**src/rtl/vidreg_cmd_decoder.sv**
```systemverilog
module vidreg_cmd_decoder #(
  parameter int NREG = 64
) (
  input  logic              clk,
  input  logic              rst_n,
  input  logic              in_valid,
  input  logic [7:0]        in_byte,
  output logic              err,
  output logic              locked,
  output logic [NREG*8-1:0] shadow_bank,
  output logic [NREG*8-1:0] active_bank,
  output logic              sync_en,
  output logic              pwr_down,
  output logic              depth24,
  output logic [23:0]       base16,
  output logic [23:0]       base8,
  output logic [15:0]       pclk_div
);
  localparam logic [7:0] HDR     = 8'hAF;
  localparam logic [7:0] OP_WR   = 8'h20;
  localparam logic [7:0] A_CTL   = 8'hFF;
  localparam int         A_SYNC  = 'h1F;
  localparam int         A_DEPTH = 'h00;
  localparam int         A_B16   = 'h20;
  localparam int         A_B8    = 'h26;
  localparam int         A_PCLK  = 'h1B;

  typedef enum logic [2:0] {S_IDLE, S_HUNT, S_OP, S_ADDR, S_DATA} st_t;

  st_t        st;
  logic [7:0] addr_q;
  logic       err_q, lock_q;

  wire wr_fire   = in_valid && (st == S_DATA);
  wire do_lock   = wr_fire && (addr_q == A_CTL) && (in_byte == 8'h00);
  wire do_unlock = wr_fire && (addr_q == A_CTL) && (in_byte == 8'hFF);

  always_ff @(posedge clk) begin
    if (!rst_n) begin
      st     <= S_IDLE;
      err_q  <= 1'b0;
      addr_q <= 8'h00;
    end else begin
      err_q <= 1'b0;
      if (in_valid) begin
        case (st)
          S_IDLE: if (in_byte == HDR) st <= S_OP;
                  else begin st <= S_HUNT; err_q <= 1'b1; end
          S_HUNT: if (in_byte == HDR) st <= S_OP;
          S_OP:   if (in_byte == OP_WR) st <= S_ADDR;
                  else begin
                    err_q <= 1'b1;
                    st    <= (in_byte == HDR) ? S_OP : S_HUNT;
                  end
          S_ADDR: begin addr_q <= in_byte; st <= S_DATA; end
          S_DATA: st <= S_IDLE;
          default: st <= S_IDLE;
        endcase
      end
    end
  end

  always_ff @(posedge clk) begin
    if (!rst_n)         lock_q <= 1'b0;
    else if (do_lock)   lock_q <= 1'b1;
    else if (do_unlock) lock_q <= 1'b0;
  end

  for (genvar g = 0; g < NREG; g++) begin : g_reg
    localparam logic [7:0] RVAL = (g == A_SYNC) ? 8'h07 : 8'h00;
    logic [7:0] sh_r, ac_r;
    wire hit = wr_fire && (addr_q == 8'(g));

    always_ff @(posedge clk) begin
      if (!rst_n)   sh_r <= RVAL;
      else if (hit) sh_r <= in_byte;
    end

    always_ff @(posedge clk) begin
      if (!rst_n)                ac_r <= RVAL;
      else if (do_unlock)        ac_r <= sh_r;
      else if (hit && !lock_q)   ac_r <= in_byte;
    end

    assign shadow_bank[g*8 +: 8] = sh_r;
    assign active_bank[g*8 +: 8] = ac_r;
  end

  assign err      = err_q;
  assign locked   = lock_q;
  assign sync_en  = active_bank[A_SYNC*8 +: 8] == 8'h00;
  assign pwr_down = active_bank[A_SYNC*8 +: 8] == 8'h07;
  assign depth24  = active_bank[A_DEPTH*8];
  assign base16   = {active_bank[A_B16*8 +: 8], active_bank[(A_B16+1)*8 +: 8],
                     active_bank[(A_B16+2)*8 +: 8]};
  assign base8    = {active_bank[A_B8*8 +: 8], active_bank[(A_B8+1)*8 +: 8],
                     active_bank[(A_B8+2)*8 +: 8]};
  assign pclk_div = {active_bank[(A_PCLK+1)*8 +: 8], active_bank[A_PCLK*8 +: 8]};
endmodule

```
**config.mk**
```make
export PLATFORM = sky130hd
export DESIGN_NAME = vidreg_cmd_decoder
export DESIGN_NICKNAME = d
export VERILOG_FILES = /design/src/rtl/vidreg_cmd_decoder.sv
export SDC_FILE = /design/constraint.sdc
export NUM_CORES = 2
export LEC_CHECK = 0
export ABC_AREA = 1
export BUFFER_PORTS_ARGS = -buffer_cell sky130_fd_sc_hd__buf_2
export CAP_MARGIN = 20
export CORE_AREA = 2 2 434 436
export CTS_CLUSTER_DIAMETER = 50
export DETAILED_ROUTE_END_ITERATION = 10
export DIE_AREA = 0 0 436 438
export PLACE_DENSITY = 0.48
export SYNTH_ARGS = -nofsm -noshare
export SYNTH_HDL_FRONTEND = slang
export SYNTH_SLANG_ARGS = --single-unit
```
**constraint.sdc**
```tcl
create_clock -name clk -period 1.8 [get_ports clk]
set_input_delay 0.36 -clock clk [delete_from_list [all_inputs] [get_ports clk]]
set_output_delay 0.36 -clock clk [all_outputs]
set_load 0.01 [all_outputs]
```
==> impl_table.tex <==
\begin{tabular}{lr}
\hline
Metric & Value \\
\hline
\multicolumn{2}{l}{\textbf{CTS}} \\
Worst-case clock buffer depth & 3 \\
Clock net sink count & just over 1,000 \\
Worst-Skew Late Latency & approximately 0.81 ns \\
Deepest level of the CTS H-tree & 4 \\
Clock slew at the register clock pins of the worst setup and hold paths & about 0.050 ns \\
Master cell of the clock root buffer & sky130\_fd\_sc\_hd\_\_clkbuf\_16 \\
CTS tree & built \\
TritonCTS buffer count & approximately 150 \\
\multicolumn{2}{l}{\textbf{STA}} \\
Count of endpoints failing hold in the final timing report & 0 \\
Setup skew after layout & between 0.03 and 0.04 ns \\
Final critical delay including setup and external delays & approximately 2.1 ns \\
Final critical-path share of the clock period & 119\% \\
Unrepaired setup endpoints after global routing & yes \\
Post-route setup slack & -0.342 ns \\
Pins over their slew limit & 0 \\
Final sum of negative setup slack & -130.24 ns \\
Final-report setup violation count & 972 \\
Relative max-transition margin & between 40\% and 50\% \\
Peak clock frequency supported by timing & between 0.4 and 0.5 GHz \\
Actual transition at the worst max-transition pin & just over 0.8 ns \\
\multicolumn{2}{l}{\textbf{Yosys}} \\
Cell accounting for the most synthesized area & sky130\_fd\_sc\_hd\_\_dfxtp\_1 \\
Count of mapped cells out of synthesis & around 6,000 \\
Fraction of post-synthesis cell area in the top cell type by area & a little under half \\
Number of enable flip-flop cells after synthesis & 0 \\
Flip-flop and latch count after synthesis & just over 1,000 \\
Synth cell count leaders & sky130\_fd\_sc\_hd\_\_dfxtp\_1, sky130\_fd\_sc\_hd\_\_nand2\_1, sky130\_fd\_sc\_hd\_\_a21oi\_1 \\
Number of warnings reported in the yosys synthesis log & 0 \\
Proportion of synthesized chip area in sequential cells & between 40\% and 50\% \\
Largest cells by area after synthesis & sky130\_fd\_sc\_hd\_\_dfxtp\_1, sky130\_fd\_sc\_hd\_\_a21oi\_1, sky130\_fd\_sc\_hd\_\_nand2\_1 \\
Net count after synthesis & roughly 6,000 \\
Library cells used by synthesis & 29 \\
Cell with the most instances after synthesis & sky130\_fd\_sc\_hd\_\_dfxtp\_1 \\
Fraction of synthesis flops using an asynchronous set or reset pin & 0\% \\
Average cell area after synthesis & between 7 and 8 µm² \\
Synth Flop Type & sky130\_fd\_sc\_hd\_\_dfxtp\_1 \\
Post-synth design cell area & 43,800 µm² \\
\multicolumn{2}{l}{\textbf{Power and ir drop}} \\
Power density over cell area & 824 nW/µm² \\
Pleak & around 30 nW \\
Worst-case vdd ir drop & slightly below 0.0007 V \\
\multicolumn{2}{l}{\textbf{Routing}} \\
ANT nets after route & 0 \\
Drt drc & 0 \\
Count of vias placed by the detailed router & between 50,000 and 60,000 \\
Wire length reported by the detailed router & $\sim$270,000 µm \\
DR WL/cell & between 20 and 30 µm \\
Avg Vias per Cell & $\sim$5 \\
Initial DRT Pass Iterations & 6 \\
Violation count after the first detailed-routing iteration & between 4,000 and 5,000 \\
\multicolumn{2}{l}{\textbf{Run}} \\
Max Cap Viol & 0 \\
\multicolumn{2}{l}{\textbf{Status}} \\
Failing checks & setup timing \\
Status & complete, but fails checks \\
\multicolumn{2}{l}{\textbf{Hold path}} \\
Hold WC Path Type & in -> reg \\
Hold path start & in\_byte[0] \\
Instance count along the most critical hold path & 4 \\
\multicolumn{2}{l}{\textbf{Finish}} \\
Fraction of final layout cells sized beyond drive strength 1 & 36.2\% \\
Net count reported at finish & 7,455 \\
Fin util & between 30\% and 40\% \\
Final standard cell count with taps included and fillers excluded & 10,100 \\
Area added between synthesis and finish & 56.3\% \\
Post-Layout Inst Area & roughly 68,000 µm² \\
\multicolumn{2}{l}{\textbf{Floorplanning}} \\
Overall die height & $\sim$440 µm \\
Horiz. Die Dim & about 440 µm \\
Die Area & approximately 190,000 µm² \\
Area inside the core boundary & $\sim$190,000 µm² \\
I/O pin count & 1,104 \\
Row Count & roughly 160 \\
Effective utilization at floorplan & a little under a quarter \\
\multicolumn{2}{l}{\textbf{Place}} \\
Total of buffers placed on input and output ports & about 1,100 \\
Routability congestion estimate & $\sim$0.90 \\
Half-perimeter wire length after detailed placement & $\sim$170,000 µm \\
Instance count after placement with tap cells included & roughly 9,500 \\
Placed cell areas & between 50,000 and 60,000 µm² \\
\multicolumn{2}{l}{\textbf{Global routing}} \\
Gr busiest metal & met2 \\
Number of antenna violations at the first check in global routing & 7 \\
Number of global-route vias before repair & roughly 46,000 \\
Global route total overflow & 0 \\
First-pass GRT wire length & 361,000 µm \\
Global routing met1 resource utilization & approximately a third \\
Met3 routing resource usage after global routing & between 5 and 6\% \\
Global-route total usage across every layer & 26.2\% \\
GR Layer Usage met2 & between 40\% and 50\% \\
Pin count of the biggest net entering global routing & a little under 100 \\
\multicolumn{2}{l}{\textbf{Critical path}} \\
Startpoint Class & flip-flop \\
Origin of the critical flop-to-flop path & st[0] \\
First element of the critical path & g\_reg[31].ac\_r[6] \\
Slack of the worst reg-to-reg path & -0.32 ns \\
Crit path DAT & around 1.8 ns \\
Data required, critical path & 1.44 ns \\
Maximum fanout along the worst path & 2 \\
Depth of the worst register-to-register path & 15 \\
Crit. End Element & output pin \\
Critical Setup Path Class & reg -> out \\
\hline
\end{tabular}
==> routing by layer <==
layer,up-vias,wire length [µm]
met3,507,19500
met5,-,0
met1,24200,106000
met2,2370,130000
met4,0,15000
li1,22900,-
==> cells in the final DEF, fill, tap and decap left out, types with 8 or more instances in the layout <==
cell type,instances
sky130_fd_sc_hd__o21ai_0,440
sky130_fd_sc_hd__o21ai_4,10
sky130_fd_sc_hd__o21ai_1,148
sky130_fd_sc_hd__clkbuf_1,19
sky130_fd_sc_hd__inv_1,450
sky130_fd_sc_hd__nand3_2,27
sky130_fd_sc_hd__clkbuf_16,179
sky130_fd_sc_hd__buf_8,32
sky130_fd_sc_hd__dfxtp_2,13
sky130_fd_sc_hd__clkinv_2,15
sky130_fd_sc_hd__nor2_4,50
sky130_fd_sc_hd__a21oi_1,738
sky130_fd_sc_hd__nand2_2,109
sky130_fd_sc_hd__buf_16,78
sky130_fd_sc_hd__nand4_1,20
sky130_fd_sc_hd__clkbuf_8,22
sky130_fd_sc_hd__nor2_1,447
sky130_fd_sc_hd__nand2_1,738
sky130_fd_sc_hd__nand3_4,22
sky130_fd_sc_hd__a21oi_2,86
sky130_fd_sc_hd__clkinvlp_4,14
sky130_fd_sc_hd__inv_6,16
sky130_fd_sc_hd__nand3_1,567
sky130_fd_sc_hd__o21ai_2,125
sky130_fd_sc_hd__dfxtp_1,1021
sky130_fd_sc_hd__bufinv_16,14
sky130_fd_sc_hd__buf_4,326
sky130_fd_sc_hd__nor2_2,42
sky130_fd_sc_hd__nand2_8,16
sky130_fd_sc_hd__inv_2,19
sky130_fd_sc_hd__a21oi_4,8
sky130_fd_sc_hd__o211ai_1,223
sky130_fd_sc_hd__buf_12,156
sky130_fd_sc_hd__buf_2,1103
sky130_fd_sc_hd__nand2_4,81
sky130_fd_sc_hd__buf_6,125
==> area by class of cell <==
cell class | count | area [µm²]
Multi-Input combinational cell | 3916 | 21500
Antenna cell | 2 | 5.00
Sequential cell | 1037 | 20800
Clock buffer | 188 | 4050
Tap cell | 2495 | 3120
Timing Repair Buffer | 1862 | 16200
Inverter | 481 | 1850
Clock inverter | 72 | 998
Fill cell | 19400 | 118000
==> power by group <==
| part | total [mW] | internal (mW) | switching (mW) |
|---|---|---|---|
| registers | 23.0 | 23.0 | 0.00598 |
| clock network | 30.3 | 18.2 | 12.1 |
| logic | 3.14 | 1.07 | 2.07 |
| total | 56.4 | 42.2 | 14.2 |
==> worst max-delay path, stage by stage (launching register included) <==
cell and delay [ns]:
sky130_fd_sc_hd__dfxtp_4 0.35, sky130_fd_sc_hd__nor2_4 0.11, sky130_fd_sc_hd__nand3_4 0.10, sky130_fd_sc_hd__nor3_1 0.11
sky130_fd_sc_hd__nor3b_2 0.16, sky130_fd_sc_hd__buf_2 0.15
==> flip-flops by register name, indices dropped and copies added, names as in the netlist <==
name and flops:
st 3, err 1, g.ac_r 512, addr_q 8
g.sh_r 512, locked 1
==> timing repair <==
item	CTS	global route
pin swaps	115	179
setup endpoints to repair	1260	1207
setup buffers	112	81
hold buffers	2	0
cloned	76	45
hold endpoints to repair	56	0
gates resized for setup	603	658
==> through the flow <==
stage	worst slack (ns)	hold WS, ns	power [mW]
global route	-0.473	0.180	57.8
CTS	-0.444	0.123	56.6
finish	-0.342	0.204	56.4
detailed placement	-0.585	0.453	25.7
floorplan	0.0145	0.482	24.4
global placement	-0.571	0.446	25.7
==> worst paths after layout <==
path	endpoint
worst max register to register	g_reg[50].ac_r[7]
worst min register to register	g_reg[22].sh_r[3]
worst min-delay path	g_reg[21].sh_r[0]
worst max-delay path	sync_en
==> logic make-up after synthesis <==
group / after synthesis / share of synthesized area, %
AND/OR/NAND/NOR: 2134 / 20.7
AO/OA/AOI/OAI: 1780 / 21.6
buffers and inverters: 1051 / 10.3
flip-flops: 1037 / 47.4
(Power assumes the default switching activity.)
